$ cat src/rtl/modem_line_pkg.sv
// Shared types for the modem line unit.
// Assumes: status upper nibble order {dcd, ri, dsr, cts} matches bits 7:4.
package modem_line_pkg;
    localparam int LINE_W = 4;
    localparam int CTL_W  = 5;
    localparam int BYTE_W = 8;

    typedef struct packed {
        logic dcd;
        logic ri;
        logic dsr;
        logic cts;
    } line_t;

    typedef struct packed {
        logic loop;
        logic out2;
        logic out1;
        logic rts;
        logic dtr;
    } ctl_t;

    localparam line_t LINE_RST = '{dcd: 1'b1, ri: 1'b0, dsr: 1'b1, cts: 1'b1};
    localparam ctl_t  CTL_RST  = '{loop: 1'b0, out2: 1'b1, out1: 1'b0, rts: 1'b0, dtr: 1'b0};
endpackage

$ cat src/rtl/mlu_sync.sv
// Multi-stage synchronizer for a bundle of asynchronous lines.
// Assumes: STAGES >= 1; each line is synchronized on its own, so lines
// that change together may be seen one cycle apart.
module mlu_sync #(
    parameter int              W       = 4,
    parameter int              STAGES  = 2,
    parameter logic [W-1:0]    RST_VAL = '0
) (
    input  logic         clk,
    input  logic         rst_n,
    input  logic [W-1:0] d,
    output logic [W-1:0] q
);
    logic [STAGES-1:0][W-1:0] chain;

    // Shift the sampled lines through the stage chain.
    always_ff @(posedge clk) begin
        if (!rst_n) begin
            for (int i = 0; i < STAGES; i++) chain[i] <= RST_VAL;
        end else begin
            chain[0] <= d;
            for (int i = 1; i < STAGES; i++) chain[i] <= chain[i-1];
        end
    end

    assign q = chain[STAGES-1];
endmodule

$ cat src/rtl/mlu_ctl_reg.sv
// Control byte storage and handshake output drivers.
// Assumes: wr_data carries only the five stored bits; outputs change only
// on a write whose loop bit is clear.
module mlu_ctl_reg
    import modem_line_pkg::*;
(
    input  logic             clk,
    input  logic             rst_n,
    input  logic             wr_en,
    input  logic [CTL_W-1:0] wr_data,
    output ctl_t             ctl,
    output logic             rts_pin,
    output logic             dtr_pin
);
    ctl_t wr_val;
    assign wr_val = ctl_t'(wr_data);

    // Capture the control byte on a write.
    always_ff @(posedge clk) begin
        if (!rst_n)     ctl <= CTL_RST;
        else if (wr_en) ctl <= wr_val;
    end

    // Drive handshake outputs unless the written value selects loopback.
    always_ff @(posedge clk) begin
        if (!rst_n) begin
            rts_pin <= 1'b0;
            dtr_pin <= 1'b0;
        end else if (wr_en && !wr_val.loop) begin
            rts_pin <= wr_val.rts;
            dtr_pin <= wr_val.dtr;
        end
    end
endmodule

$ cat src/rtl/mlu_status.sv
// Status byte: line state, sticky change flags and loopback view.
// Assumes: lines arrive already synchronized; a read in loopback leaves
// the flags alone.
module mlu_status
    import modem_line_pkg::*;
(
    input  logic              clk,
    input  logic              rst_n,
    input  line_t             lines,
    input  logic              rd_en,
    input  ctl_t              ctl,
    output logic [BYTE_W-1:0] rdata,
    output logic              pend
);
    line_t             cur;
    logic [LINE_W-1:0] delta;
    line_t             chg;
    logic [LINE_W-1:0] new_delta;
    logic              rd_clear;

    assign chg       = cur ^ lines;
    // Ring flag only on a fall: changed and previously high.
    assign new_delta = {chg.dcd, chg.ri & cur.ri, chg.dsr, chg.cts};
    assign rd_clear  = rd_en && !ctl.loop;

    // Record the latest line state.
    always_ff @(posedge clk) begin
        if (!rst_n) cur <= LINE_RST;
        else        cur <= lines;
    end

    // Accumulate change flags; a read clears old flags but keeps new ones.
    always_ff @(posedge clk) begin
        if (!rst_n) delta <= '0;
        else        delta <= (rd_clear ? '0 : delta) | new_delta;
    end

    // Select between line view and loopback view for reads.
    always_comb begin
        if (ctl.loop) rdata = {ctl.out2, ctl.out1, ctl.dtr, ctl.rts, 4'b0000};
        else          rdata = {cur, delta};
    end

    assign pend = |delta;
endmodule

$ cat src/rtl/modem_line_unit.sv
// Top of the modem line unit: synchronizer, control byte, status byte.
// Assumes: strobes are single-cycle and synchronous to clk; lines are
// asynchronous and active high.
module modem_line_unit
    import modem_line_pkg::*;
#(
    parameter int SYNC_STAGES = 2
) (
    input  logic       clk,
    input  logic       rst_n,
    input  logic       ctl_wr,
    input  logic [7:0] ctl_wdata,
    output logic [7:0] ctl_rdata,
    input  logic       sts_rd,
    output logic [7:0] sts_rdata,
    input  logic       cts_in,
    input  logic       dsr_in,
    input  logic       dcd_in,
    input  logic       ri_in,
    output logic       rts_out,
    output logic       dtr_out,
    output logic       ms_pend
);
    localparam int PAD_W = BYTE_W - CTL_W;

    line_t raw_lines;
    line_t sync_lines;
    ctl_t  ctl;
    logic  unused_wdata_hi;

    assign raw_lines       = '{dcd: dcd_in, ri: ri_in, dsr: dsr_in, cts: cts_in};
    assign unused_wdata_hi = ^ctl_wdata[BYTE_W-1:CTL_W];

    mlu_sync #(
        .W       (LINE_W),
        .STAGES  (SYNC_STAGES),
        .RST_VAL (LINE_RST)
    ) sync_i (
        .clk   (clk),
        .rst_n (rst_n),
        .d     (raw_lines),
        .q     (sync_lines)
    );

    mlu_ctl_reg ctl_i (
        .clk     (clk),
        .rst_n   (rst_n),
        .wr_en   (ctl_wr),
        .wr_data (ctl_wdata[CTL_W-1:0]),
        .ctl     (ctl),
        .rts_pin (rts_out),
        .dtr_pin (dtr_out)
    );

    mlu_status sts_i (
        .clk   (clk),
        .rst_n (rst_n),
        .lines (sync_lines),
        .rd_en (sts_rd),
        .ctl   (ctl),
        .rdata (sts_rdata),
        .pend  (ms_pend)
    );

    assign ctl_rdata = {{PAD_W{1'b0}}, ctl};
endmodule

$ cat config.mk
export PLATFORM = sky130hd
export DESIGN_NAME = modem_line_unit
export DESIGN_NICKNAME = d
export VERILOG_FILES = /design/src/rtl/modem_line_pkg.sv /design/src/rtl/mlu_sync.sv /design/src/rtl/mlu_ctl_reg.sv /design/src/rtl/mlu_status.sv /design/src/rtl/modem_line_unit.sv
export SDC_FILE = /design/constraint.sdc
export NUM_CORES = 1
export LEC_CHECK = 0
export BUFFER_PORTS_ARGS = -buffer_cell sky130_fd_sc_hd__buf_2
export CORE_MARGIN = 10
export CORE_UTILIZATION = 49
export CTS_CLUSTER_DIAMETER = 30
export DETAILED_ROUTE_END_ITERATION = 6
export GPL_ROUTABILITY_DRIVEN = 0
export PLACE_DENSITY = 0.81
export SLEW_MARGIN = 20
export SYNTH_ARGS = -nofsm -noshare
export SYNTH_HDL_FRONTEND = slang
export SYNTH_SLANG_ARGS = --single-unit
$ cat constraint.sdc
create_clock -name clk -period 1.5 [get_ports clk]
set_clock_uncertainty 0.15 [all_clocks]
set_input_delay 0.15 -clock clk [delete_from_list [all_inputs] [get_ports clk]]
set_output_delay 0.15 -clock clk [all_outputs]
set_load 0.01 [all_outputs]
Word level (Yosys, flattened, before mapping)
Index checks and enable logic that the tools add are counted.

Register bits after elaboration: 23. Logic and storage cells: 24.

Reduce and logical (&&, ||, !) cells: 5. Mux-type cells: 2. Bitwise operators: 3.

Operators by type and width (count): 8-bit 2-to-1 mux (1); 4-bit 2-to-1 mux (1); 4-bit bitwise OR (1); 4-bit OR reduction (1); 4-bit bitwise XOR (1); 1-bit logical AND (2); 1-bit zero test (2); 1-bit AND (1).

Longest topological paths before layout
Depth after elaboration: 4. Mapped depth: 4. Depth with buffers taken out: 3.

By module
Synthesis repeated with hierarchy kept, for this count alone.

Cell total of the unflattened synthesis: 85. Area total of the unflattened synthesis: 913.4 um^2.

By module, submodules not included: mlu_status (times used 1, cells an instance 35, area each 364.1 um^2); mlu_ctl_reg (times used 1, cells an instance 26, area each 282.8 um^2); mlu_sync (times used 1, cells an instance 20, area each 240.2 um^2); modem_line_unit (times used 1, cells an instance 4, area each 26.3 um^2).

Worst setup path before layout
OpenSTA, ideal clock, no wires.

Path kind: register -> output. Start point: register, netlist name ctl_i.ctl[4]. End point: output sts_rdata[4]. Arrival time: 0.898 ns. Cell stages (with the launch flop): 3. Setup slack: 0.302 ns. Data required time: 1.200 ns. Cells stage by stage: dfxtp_1 buf_4 mux2_1.

Word-level cells in the longest chain between the ends: 1.

Ends and longest elaborated chain: 8-bit 2-to-1 mux (line mlu_status.sv:40) `if (ctl.loop) rdata = {ctl.out2, ctl.out1, ctl.dtr, ctl.rts, 4'b0000};`; to (decl) (line modem_line_unit.sv:15) `output logic [7:0] sts_rdata,`.

Every way passes these cells.

Worst setup path after layout
Start point: register sts_i.delta[0]. End point: output ms_pend.

Word-level cells in the longest chain between the ends: 1.

Ends and longest elaborated chain: from (decl) (line mlu_status.sv:16) `logic [LINE_W-1:0] delta;`; from (signal assigned) (line mlu_status.sv:35) `else delta <= (rd_clear ? '0 : delta) | new_delta;`; 4-bit OR reduction (line mlu_status.sv:44) `assign pend = |delta;`; to (decl) (line modem_line_unit.sv:22) `output logic ms_pend`.

Every way passes these cells.

==> results.ini <==
[grt]
grt_antenna_before_repair = 0
globalRoute.totalOverflow = 0
grt.total_usage_pct = 9.97
grt_pass1_wl_um = 3220
first_global_vias = 707
pin_count_of_the_biggest_net_entering_global_routing = 24

[die]
die_area_um2 = 3890
die_height_um = 62.3
std_cell_rows = 15
die_w_um = 62.3
ios = 35
core_region_area_um2 = 1710
initial_core_util_pct = 51.4

[synth]
most_used_standard_cell_by_instance_count_after_synthesis = dfxtp_1
avgSynthCellArea_um2 = 11.0
syn_inst = 80
yosys.area.top_type = dfxtp_1
synth-seq-area-share_pct = 52.4
synthFlopType = dfxtp_1
synth_edf_count = 0
synth.top_cell.area_share_pct = 52.4
synth.cells.most_frequent = dfxtp_1 (23), nor2b_1 (14), nand2b_1 (9), mux2i_1 (7), buf_4 (5)
largest_cells_by_area_after_synthesis = dfxtp_1 (52%), nor2b_1 (10%), mux2i_1 (8.0%)
yosys_register_bits = 23
post_synth_num_cell_types = 16
syn_std_cell_area_um2 = 878
synth_warnings = 0
synthArstFlopShare_pct = 0

[clocking]
total_clock_buffers_created_by_cts = 3
clk_root_buffer_cell = clkbuf_4
cts.reportedPaths.clkPinSlew_ps = 120
tritoncts = done
clk_path_buf_depth = 2
insertion_delay_ps = 310
clock_sinks = 23
h_tree_depth = 1

[power]
p_sw_w = 0.000269
ir_worst_vdd_v = 0.000636
p_clk_share_pct = 24.7
seq_power_share_pct = 59.2
standby_leakage_power_nw = 0.574
power_switching_share_pct = 24.1
cellInternalPower_w = 0.000845
p_comb_share_pct = 16.1
p_per_area_nw_per_um2 = 918

[detailed_routing]
detail_route.wl_per_cell_um = 13.3
finalWirelength_um = 1940
drcViolationCount = 0
dr.pass1.iters = 2
viasPerCell = 4.48
vias = 654
antenna_violating_nets_post_route = 0
detailedRoute.firstIterationViolations = 16

[place]
port_buffers = 28
place_hpwl_um = 1340
dpl_cell_area_um2 = 1020
dp_worst_setup_slack_ps = 230

[final_layout]
layout-area-overhead-vs-synth_pct = 38.0
fin_nets = 138
finish.instance_area_um2 = 1210
n_antenna_cell = 0
layout-drive-gt1-share_pct = 39.7

[timing]
achievable-frequency_mhz = 629
finalHoldViolations = 0
fin_tns_setup_ps = -90.4
fin_crit_ps = 1590
setup_viol = 1
timing_max_transition_violations_final = 0
rsz_0062_raised_after_global_routing = yes
finalWorstSetupSlack_ps = -90.4
period_share_pct = 106

[critical_path]
worst_case_register_to_register_setup_slack_ps = 310
worstSetupStartpointType = register
required_ps = 1200
worstSetupEndpointType = output pin
timing.critical_path.fanout_max = 2
path_class = reg -> out
crit_arrival_ps = 1290

[worst_hold_path]
timing.hold.worst.class = in -> reg

[run_status]
failing_checks = setup timing
status = complete, but fails checks

[run]
maxcap_violations = 0

[state kept, by name (all words and copies together) (netlist names)]
register       flops
sts_i.cur          4
ctl_i.dtr_pin      1
sync_i.chain       4
sts_i.delta        4
ctl_i.ctl          5
sync_i.q           4
ctl_i.rts_pin      1
[critical path, cell delays in order (launching register included)]
cell,delay [ps]
dfxtp_2,340
or4_1,480
buf_2,150
[cells by family (layout without fill, tap and decap cells)]
group           after synthesis  in the layout  share of synthesized area, %
compound gates                4              4                          2.28
xor+xnor                      3              3                          2.99
buf+inv                       7             46                          5.41
flops                        23             23                          52.4
mux                          11             11                          13.1
other cells                   1              3                         0.427
simple gates                 31             31                          23.4
[per-layer routing]
| metal | GRT usage [%] | up-vias | wire length [µm] |
|---|---|---|---|
| met3 | 4.66 | 4 | 154 |
| met2 | 17.3 | 20 | 1000 |
| met5 | 0 | - | 0 |
| met1 | 10.0 | 295 | 753 |
| met4 | 4.19 | 0 | 25 |
| li1 | - | 335 | - |
[power by group through the flow]
stage	clock [W]	combinational, W	sequential (W)
6_report	0.000275	0.000179	0.000659
5_1_grt	0.000312	0.000198	0.000663
4_1_cts	0.000285	0.000168	0.000658
3_5_place_dp	0	0.000139	0.000672
3_3_place_gp	0	0.000133	0.000670
2_1_floorplan	0	0.0000903	0.000671
[worst paths after layout]
kind / startpoint / cells after the start / endpoint
setup / recovery: sts_i.delta[0]$_SDFF_PN0_ / 2 / ms_pend
hold / removal: rst_n / 2 / ctl_i.ctl[3]$_SDFFE_PN1P_
setup reg to reg: ctl_i.ctl[4]$_SDFFE_PN0P_ / 4 / sts_i.delta[2]$_SDFF_PN0_
hold reg to reg: sync_i.chain[3]$_SDFF_PN1_ / 1 / sync_i.q[3]$_SDFF_PN1_
[metrics by stage]
step	util (%)	std cells	hold WS, ps	total power (W)
final	71.0	146	8.08	0.00111
after global routing	71.0	146	16.5	0.00117
after floorplan	-	82	73.0	0.000761
after detailed placement	59.6	129	187	0.000811
after global placement	59.6	129	181	0.000804
after CTS	68.9	145	12.1	0.00111
[layout by cell type, fill, tap and decap left out, types with 4 or more instances in the layout]
cell,count
dfxtp_1,19
nand2b_1,9
buf_4,5
mux2_4,4
dlygate4sd3_1,9
a21oi_1,4
mux2i_1,7
buf_2,24
buf_6,4
nor2b_1,14
[what timing repair did]
action,CTS,global route
endpoints found under the setup margin,5,5
gates resized for setup,8,6
hold buffers,9,0
pin swaps,1,1
setup buffers,3,1
hold endpoints to repair,11,0
[cell type report]
| type | count | area, µm² |
|---|---|---|
| Sequential cell | 23 | 468 |
| Multi-Input combinational cell | 52 | 393 |
| Clock buffer | 3 | 22.5 |
| Timing Repair Buffer | 42 | 293 |
| Clock inverter | 1 | 5.00 |
| Tap cell | 25 | 31.3 |
| Fill cell | 131 | 495 |
(Power assumes the default switching activity.)
